`src/rtl/fan_tach_pkg.sv`:
```
package fan_tach_pkg;
  localparam int unsigned BYTE_W = 8;
  localparam int unsigned CNT_W  = 2 * BYTE_W;
  localparam logic [CNT_W-1:0]  PERIOD_RST = 16'h0FFF;
  localparam logic [BYTE_W-1:0] HOLD_RST   = 8'hFF;

  typedef enum logic {
    SEL_HI = 1'b0,
    SEL_LO = 1'b1
  } byte_sel_e;
endpackage

```
`src/rtl/tach_edge_sync.sv`:
```
module tach_edge_sync #(
  parameter int unsigned STAGES = 2
) (
  input  logic clk_i,
  input  logic rst_ni,
  input  logic tach_i,
  output logic rise_o
);
  logic [STAGES-1:0] sync_q;
  logic              prev_q;

  always_ff @(posedge clk_i or negedge rst_ni) begin
    if (!rst_ni) begin
      sync_q <= '0;
      prev_q <= 1'b0;
    end else begin
      sync_q <= {sync_q[STAGES-2:0], tach_i};
      prev_q <= sync_q[STAGES-1];
    end
  end

  assign rise_o = sync_q[STAGES-1] & ~prev_q;

  // an edge produces a single-cycle pulse
  p_single_pulse_r2: assert property (@(posedge clk_i) disable iff (!rst_ni)
    rise_o |=> !rise_o);
endmodule

```
`src/rtl/tick_divider.sv`:
```
module tick_divider #(
  parameter int unsigned DIV = 4
) (
  input  logic clk_i,
  input  logic rst_ni,
  input  logic tick_i,
  input  logic slow_i,
  output logic tick_o
);
  localparam int unsigned DW = (DIV > 1) ? $clog2(DIV) : 1;
  localparam logic [DW-1:0] LAST = DW'(DIV - 1);

  generate
    if (DIV > 1) begin : g_div
      logic [DW-1:0] div_q;
      always_ff @(posedge clk_i or negedge rst_ni) begin
        if (!rst_ni)      div_q <= '0;
        else if (!slow_i) div_q <= '0;
        else if (tick_i)  div_q <= (div_q == LAST) ? '0 : div_q + 1'b1;
      end
      assign tick_o = slow_i ? (tick_i & (div_q == LAST)) : tick_i;

      // in slow mode the divided tick cannot fire on two consecutive cycles
      p_slow_spacing_r5: assert property (@(posedge clk_i) disable iff (!rst_ni)
        (slow_i && tick_o) |=> !(slow_i && tick_o));
    end else begin : g_pass
      assign tick_o = tick_i;
    end
  endgenerate

  // a counting tick always comes from a reference tick
  always_comb begin
    if (rst_ni) p_tick_source_r4: assert (!tick_o || tick_i);
  end
endmodule

```
`src/rtl/period_counter.sv`:
```
module period_counter #(
  parameter int unsigned           W       = 16,
  parameter logic [W-1:0]          RST_VAL = '1
) (
  input  logic         clk_i,
  input  logic         rst_ni,
  input  logic         rise_i,
  input  logic         tick_i,
  output logic [W-1:0] period_o
);
  localparam logic [W-1:0] MAX = '1;

  logic [W-1:0] run_q, period_q, run_inc;

  assign run_inc = (run_q == MAX) ? MAX : run_q + 1'b1;

  always_ff @(posedge clk_i or negedge rst_ni) begin
    if (!rst_ni) begin
      run_q    <= '0;
      period_q <= RST_VAL;
    end else if (rise_i) begin
      period_q <= tick_i ? run_inc : run_q;
      run_q    <= '0;
    end else if (tick_i) begin
      run_q <= run_inc;
    end
  end

  assign period_o = period_q;

  // count restarts after an edge
  p_clear_on_edge_r2: assert property (@(posedge clk_i) disable iff (!rst_ni)
    rise_i |=> (run_q == '0));
  // saturated count holds until an edge
  p_sat_hold_r3: assert property (@(posedge clk_i) disable iff (!rst_ni)
    (run_q == MAX && !rise_i) |=> (run_q == MAX));
  // no wrap, count never decreases between edges
  p_no_overflow_r3: assert property (@(posedge clk_i) disable iff (!rst_ni)
    !rise_i |=> (run_q >= $past(run_q)));
  // no tick, no change
  p_idle_stable_r4: assert property (@(posedge clk_i) disable iff (!rst_ni)
    (!rise_i && !tick_i) |=> $stable(run_q));
endmodule

```
`src/rtl/byte_readout.sv`:
```
module byte_readout
  import fan_tach_pkg::*;
(
  input  logic              clk_i,
  input  logic              rst_ni,
  input  logic [CNT_W-1:0]  period_i,
  input  logic              rd_en_i,
  input  logic              rd_sel_i,
  output logic [BYTE_W-1:0] rd_data_o
);
  logic [BYTE_W-1:0] hold_q, data_q;
  logic              rd_hi, rd_lo;

  assign rd_hi = rd_en_i && (rd_sel_i == SEL_HI);
  assign rd_lo = rd_en_i && (rd_sel_i == SEL_LO);

  always_ff @(posedge clk_i or negedge rst_ni) begin
    if (!rst_ni) begin
      hold_q <= HOLD_RST;
      data_q <= '0;
    end else if (rd_hi) begin
      hold_q <= period_i[BYTE_W-1:0];
      data_q <= period_i[CNT_W-1:BYTE_W];
    end else if (rd_lo) begin
      data_q <= hold_q;
    end
  end

  assign rd_data_o = data_q;

  // holding register changes only on a high-byte read
  p_hold_stable_r7: assert property (@(posedge clk_i) disable iff (!rst_ni)
    !rd_hi |=> $stable(hold_q));
  // high-byte read pairs the two halves of one sample
  p_hi_pair_r7: assert property (@(posedge clk_i) disable iff (!rst_ni)
    rd_hi |=> ({rd_data_o, hold_q} == $past(period_i)));
  // output held between reads
  p_data_hold_r6: assert property (@(posedge clk_i) disable iff (!rst_ni)
    !rd_en_i |=> $stable(rd_data_o));
endmodule

```
`src/rtl/fan_tach_reader.sv`:
```
module fan_tach_reader
  import fan_tach_pkg::*;
#(
  parameter int unsigned SYNC_STAGES = 2,
  parameter int unsigned SLOW_DIV    = 4
) (
  input  logic        clk_i,
  input  logic        rst_ni,
  input  logic        tach_i,
  input  logic        ref_tick_i,
  input  logic        slow_mode_i,
  input  logic        rd_en_i,
  input  logic        rd_sel_i,
  output logic [7:0]  rd_data_o
);
  logic             rise;
  logic             cnt_tick;
  logic [CNT_W-1:0] period;

  tach_edge_sync #(.STAGES(SYNC_STAGES)) u_sync (
    .clk_i  (clk_i),
    .rst_ni (rst_ni),
    .tach_i (tach_i),
    .rise_o (rise)
  );

  tick_divider #(.DIV(SLOW_DIV)) u_div (
    .clk_i  (clk_i),
    .rst_ni (rst_ni),
    .tick_i (ref_tick_i),
    .slow_i (slow_mode_i),
    .tick_o (cnt_tick)
  );

  period_counter #(.W(CNT_W), .RST_VAL(PERIOD_RST)) u_cnt (
    .clk_i    (clk_i),
    .rst_ni   (rst_ni),
    .rise_i   (rise),
    .tick_i   (cnt_tick),
    .period_o (period)
  );

  byte_readout u_rd (
    .clk_i     (clk_i),
    .rst_ni    (rst_ni),
    .period_i  (period),
    .rd_en_i   (rd_en_i),
    .rd_sel_i  (rd_sel_i),
    .rd_data_o (rd_data_o)
  );
endmodule

```
`config.mk`:
```
export PLATFORM = sky130hd
export DESIGN_NAME = fan_tach_reader
export DESIGN_NICKNAME = d
export VERILOG_FILES = /design/src/rtl/fan_tach_pkg.sv /design/src/rtl/tach_edge_sync.sv /design/src/rtl/tick_divider.sv /design/src/rtl/period_counter.sv /design/src/rtl/byte_readout.sv /design/src/rtl/fan_tach_reader.sv
export SDC_FILE = /design/constraint.sdc
export NUM_CORES = 1
export LEC_CHECK = 0
export ABC_CLOCK_PERIOD_IN_PS = 1900
export BUFFER_PORTS_ARGS = -buffer_cell sky130_fd_sc_hd__buf_4
export CAP_MARGIN = 20
export CORE_ASPECT_RATIO = 1.1
export CORE_MARGIN = 2
export CORE_UTILIZATION = 53
export CTS_CLUSTER_DIAMETER = 120
export DETAILED_ROUTE_END_ITERATION = 8
export PLACE_DENSITY = 0.71
export SLEW_MARGIN = 10
export SYNTH_ARGS = -nofsm -noshare
export SYNTH_HDL_FRONTEND = slang
export SYNTH_SLANG_ARGS = --single-unit
```
`constraint.sdc`:
```
create_clock -name clk_i -period 1.9 [get_ports clk_i]
set_clock_uncertainty 0.2 [all_clocks]
set_input_delay 0.285 -clock clk_i [delete_from_list [all_inputs] [get_ports clk_i]]
set_output_delay 0.285 -clock clk_i [all_outputs]
set_load 0.005 [all_outputs]
```
==> metrics.md <==
| Metric | Value |
|---|---|
| Post-DR wirelength/cell | 15.2 um |
| Pint | 1.74 mW |
| Crit Path Max Fanout | 5 |
| Sw Share | 23.3% |
| Post-synth EDFFs | 0 |
| Worst VDD drop | 0.000376 V |
| CP max stage delay | 0.38 ns |
| Layout cells sized above 1 | 34.3% |
| Max-cap violation count | 0 |
| Largest net degree at the start of global routing | 54 |
| Hold Crit Class | input port to flop |
| Die Span Y | 74.0 um |
| CP max stage cell | dfrtp_1 |
| Final ANT Viol Nets | 0 |
| CTS tree | yes |
| Core Footprint | 4290 um2 |
| Worst R2R End | u_cnt.period_o[12] |
| WHS Path Cells | 2 |
| Final Core Density | 65.5% |
| End of the worst hold path | u_div.g_div.div_q[1] |
| DRC | 0 |
| Final max-slew violation count | 0 |
| Nets | 253 |
| WS Path Type | flop to flop |
| Mean Syn Cell Area | 10.9 um2 |
| First-pass GRT wire length | 7.58 mm |
| FP Rows | 25 |
| Vias in the first global route | 1531 |
| Total die area | 5010 um2 |
| Area growth syn-to-layout | 18.8% |
| Net Sw Power | 0.526 mW |
| Min cycle time layout | 1.83 ns |
| Top cells by area, synth | dfrtp_1 35%, dfstp_2 22%, mux2i_1 5.9% |
| Initial antenna violation count | 0 |
| Final Non-Filler Cells | 299 |
| Yosys warning count | 0 |
| Top cell type's share of synthesized area | 34.9% |
| GRT Residual Overflow | 0 |
| Req. time, crit path | 1.88 ns |
| Crit Reg-Reg Startpoint | u_cnt.run_q[1] |
| Gp weighted congestion | 0.843 |
| Die width | 67.7 um |
| Initial Utilization | 55.2% |
| Via count | 1645 |
| Clock Latency Late Sink | 0.30 ns |
| TritonRoute pass-1 iters | 4 |
| Slew HR | 57.6% |
| Register area share after synthesis | 57.2% |
| Delay-heaviest family, CP | simple AND/OR/NAND/NOR gates |
| Syn_nets | 226 |
| FMAX | 0.547 GHz |
| Combinational power share | 10.4% |
| Clock share of power | 33.4% |
| Ant diodes | 0 |
| Fin. Hold Viols | 0 |
| Initial DRC count | 90 |
| Post-Syn Area | 2360 um2 |
| DPL Wire Length | 3.13 mm |
| Crit start category | flop |
| Worst-Margin Slew | 0.636 ns |
| Setup TNS | 0 ns |
| Placed Instances | 286 |
| R2R depth | 6 |
| Clock Sinks | 53 |
| Outcome | completed |
| Pwr dens | 805 nW/um2 |
| Clk slew on worst S/H paths | 0.09 ns |
| Synth area leader | dfrtp_1 |
| Pleak | 1.20 nW |
| Crit share post-route | 96.3% |
| Post-Route WL | 4.54 mm |
| FFs w/ async S/R, synth | 100% |
| Power share of the sequential group | 56.2% |
| Port bufs | 14 |
| Synth Flop Type | dfrtp_1 |
| Reg-to-reg slack, setup | 0.07 ns |
| Unrepaired setup endpoints after global routing | yes |
| Htree depth | 2 |
| Synth cell types | 36 |
| Final setup viols | 0 |
| Mapped Cells | 217 |
| TritonCTS buffer count | 5 |
| Clk root buf | clkbuf_8 |
| GRT Util Overall | 20.7% |
| Crit path cell chain | ha_1 > and3_4 > nand3_4 > nor3_2 > mux2i_1 > o21ai_0 |
| Io pins | 15 |
| Seq cells post-synth | 53 |
| Max Root-Sink Buffers | 2 |
| Crit end category | flop |
| Vias/cell | 5.50 |
| Buffers & Inverters on Critical Path | 0 |
| Arrival @ worst endpoint | 1.81 ns |
| Hold path start | slow_mode_i |
## repair_timing
action                                  CTS  global route
endpoints found under the setup margin    3            29
buffers inserted                          0             3
pin swaps                                 2             4
hold buffers                              2             0
endpoints found under the hold margin    34             0
resized for setup                         5            13
## layout make-up
cell class	instances	area (um2)
Clock buffer	6	72.6
Sequential cell	53	1350
Fill cell	320	1480
Clock inverter	2	38.8
Inverter	1	3.75
Multi-Input combinational cell	154	1050
Timing Repair Buffer	29	223
Tap cell	54	67.6
## worst max-delay path by stage
stage	cells past startpoint	endpoint	startpoint	slack [ns]
5_1_grt	5	u_cnt.period_o[3]	u_cnt.run_q[12]	-0.09
3_5_place_dp	6	u_cnt.period_o[14]	u_cnt.run_q[1]	-0.15
4_1_cts	5	u_cnt.period_o[4]	u_cnt.run_q[5]	0.003
2_1_floorplan	6	u_cnt.period_o[15]	u_div.g_div.div_q[0]	0.07
6_report	6	u_cnt.period_o[12]	u_cnt.run_q[1]	0.07
3_3_place_gp	6	u_cnt.period_o[14]	u_cnt.run_q[1]	-0.06
## metrics by stage
step	instance area (um2)	total power, mW	hold WS [ns]	setup slack [ns]
after floorplan	2360	1.41	-0.211	0.0664
after global placement	2570	1.51	0.132	-0.0610
after detailed placement	2570	1.52	0.141	-0.148
after CTS	2730	2.29	0.0204	0.00327
after global routing	2810	2.38	0.0304	-0.0919
final	2810	2.26	0.0170	0.0707
## Yosys cell counts, types with 3 or more instances
master / count
nand3_1: 3
and2_2: 3
a21oi_1: 16
nor2_1: 33
nor2b_1: 4
mux2_2: 8
dfrtp_1: 33
nand4_1: 5
nor3_1: 5
o21ai_1: 3
clkbuf_1: 6
nand2b_1: 3
mux2i_1: 14
o21ai_0: 11
dfstp_2: 20
nand2_1: 19
xnor2_1: 8
## flip-flops by register name, indices dropped and copies added, names as in the netlist
| signal | count |
|---|---|
| u_cnt.period_o | 16 |
| u_div.g_div.div_q | 2 |
| u_sync.prev_q | 1 |
| u_rd.hold_q | 8 |
| u_sync.sync_q | 2 |
| u_rd.rd_data_o | 8 |
| u_cnt.run_q | 16 |
## cell usage in the layout (no fill, tap or decap), drive strengths merged
cell | synthesis | layout
inv | 1 | 1
a41o | 1 | 1
xnor2 | 8 | 8
dlygate4sd3 | 0 | 2
nand2 | 19 | 19
ha | 2 | 2
and2 | 4 | 4
nor4 | 3 | 3
clkinv | 0 | 1
dfstp | 20 | 20
nor2 | 33 | 33
buf | 3 | 27
nand3 | 4 | 4
o21ai | 14 | 14
bufinv | 0 | 1
clkbuf | 6 | 6
a21oi | 16 | 16
and3 | 3 | 3
o31ai | 1 | 1
nand3b | 1 | 1
mux2 | 8 | 8
nor3 | 6 | 6
mux2i | 14 | 14
nand2b | 3 | 3
o22ai | 1 | 1
nor2b | 4 | 4
or2b | 1 | 1
a31oi | 1 | 1
nand4 | 6 | 6
and4 | 1 | 1
dfrtp | 33 | 33
## cell families after synthesis
family	after synthesis	synth area share, %
AND/OR/NAND/NOR	88	19.2
XOR/XNOR	8	2.96
adder cells (fa/ha/maj)	2	1.06
multiplexers	22	9.74
buffers and inverters	10	2.01
flip-flops	53	57.2
AO/OA/AOI/OAI	34	7.89
## per-layer routing
layer | track usage, % | part of all wire [%] | vias to the layer above | routed length (um)
li1 | - | - | 806 | -
met5 | 0 | 0 | - | 0
met3 | 4.69 | 3.3 | 8 | 149
met1 | 28.6 | 45 | 803 | 2060
met4 | 6.12 | 1.7 | 0 | 76
met2 | 32.8 | 50 | 28 | 2250
## power groups by stage
stage               clock [mW]  combinational (mW)  sequential, mW
floorplan                    0               0.129            1.28
global placement             0               0.223            1.29
detailed placement           0               0.232            1.29
CTS                      0.778               0.236            1.27
global route             0.831               0.268            1.28
finish                   0.756               0.234            1.27
(Power assumes the default switching activity.)
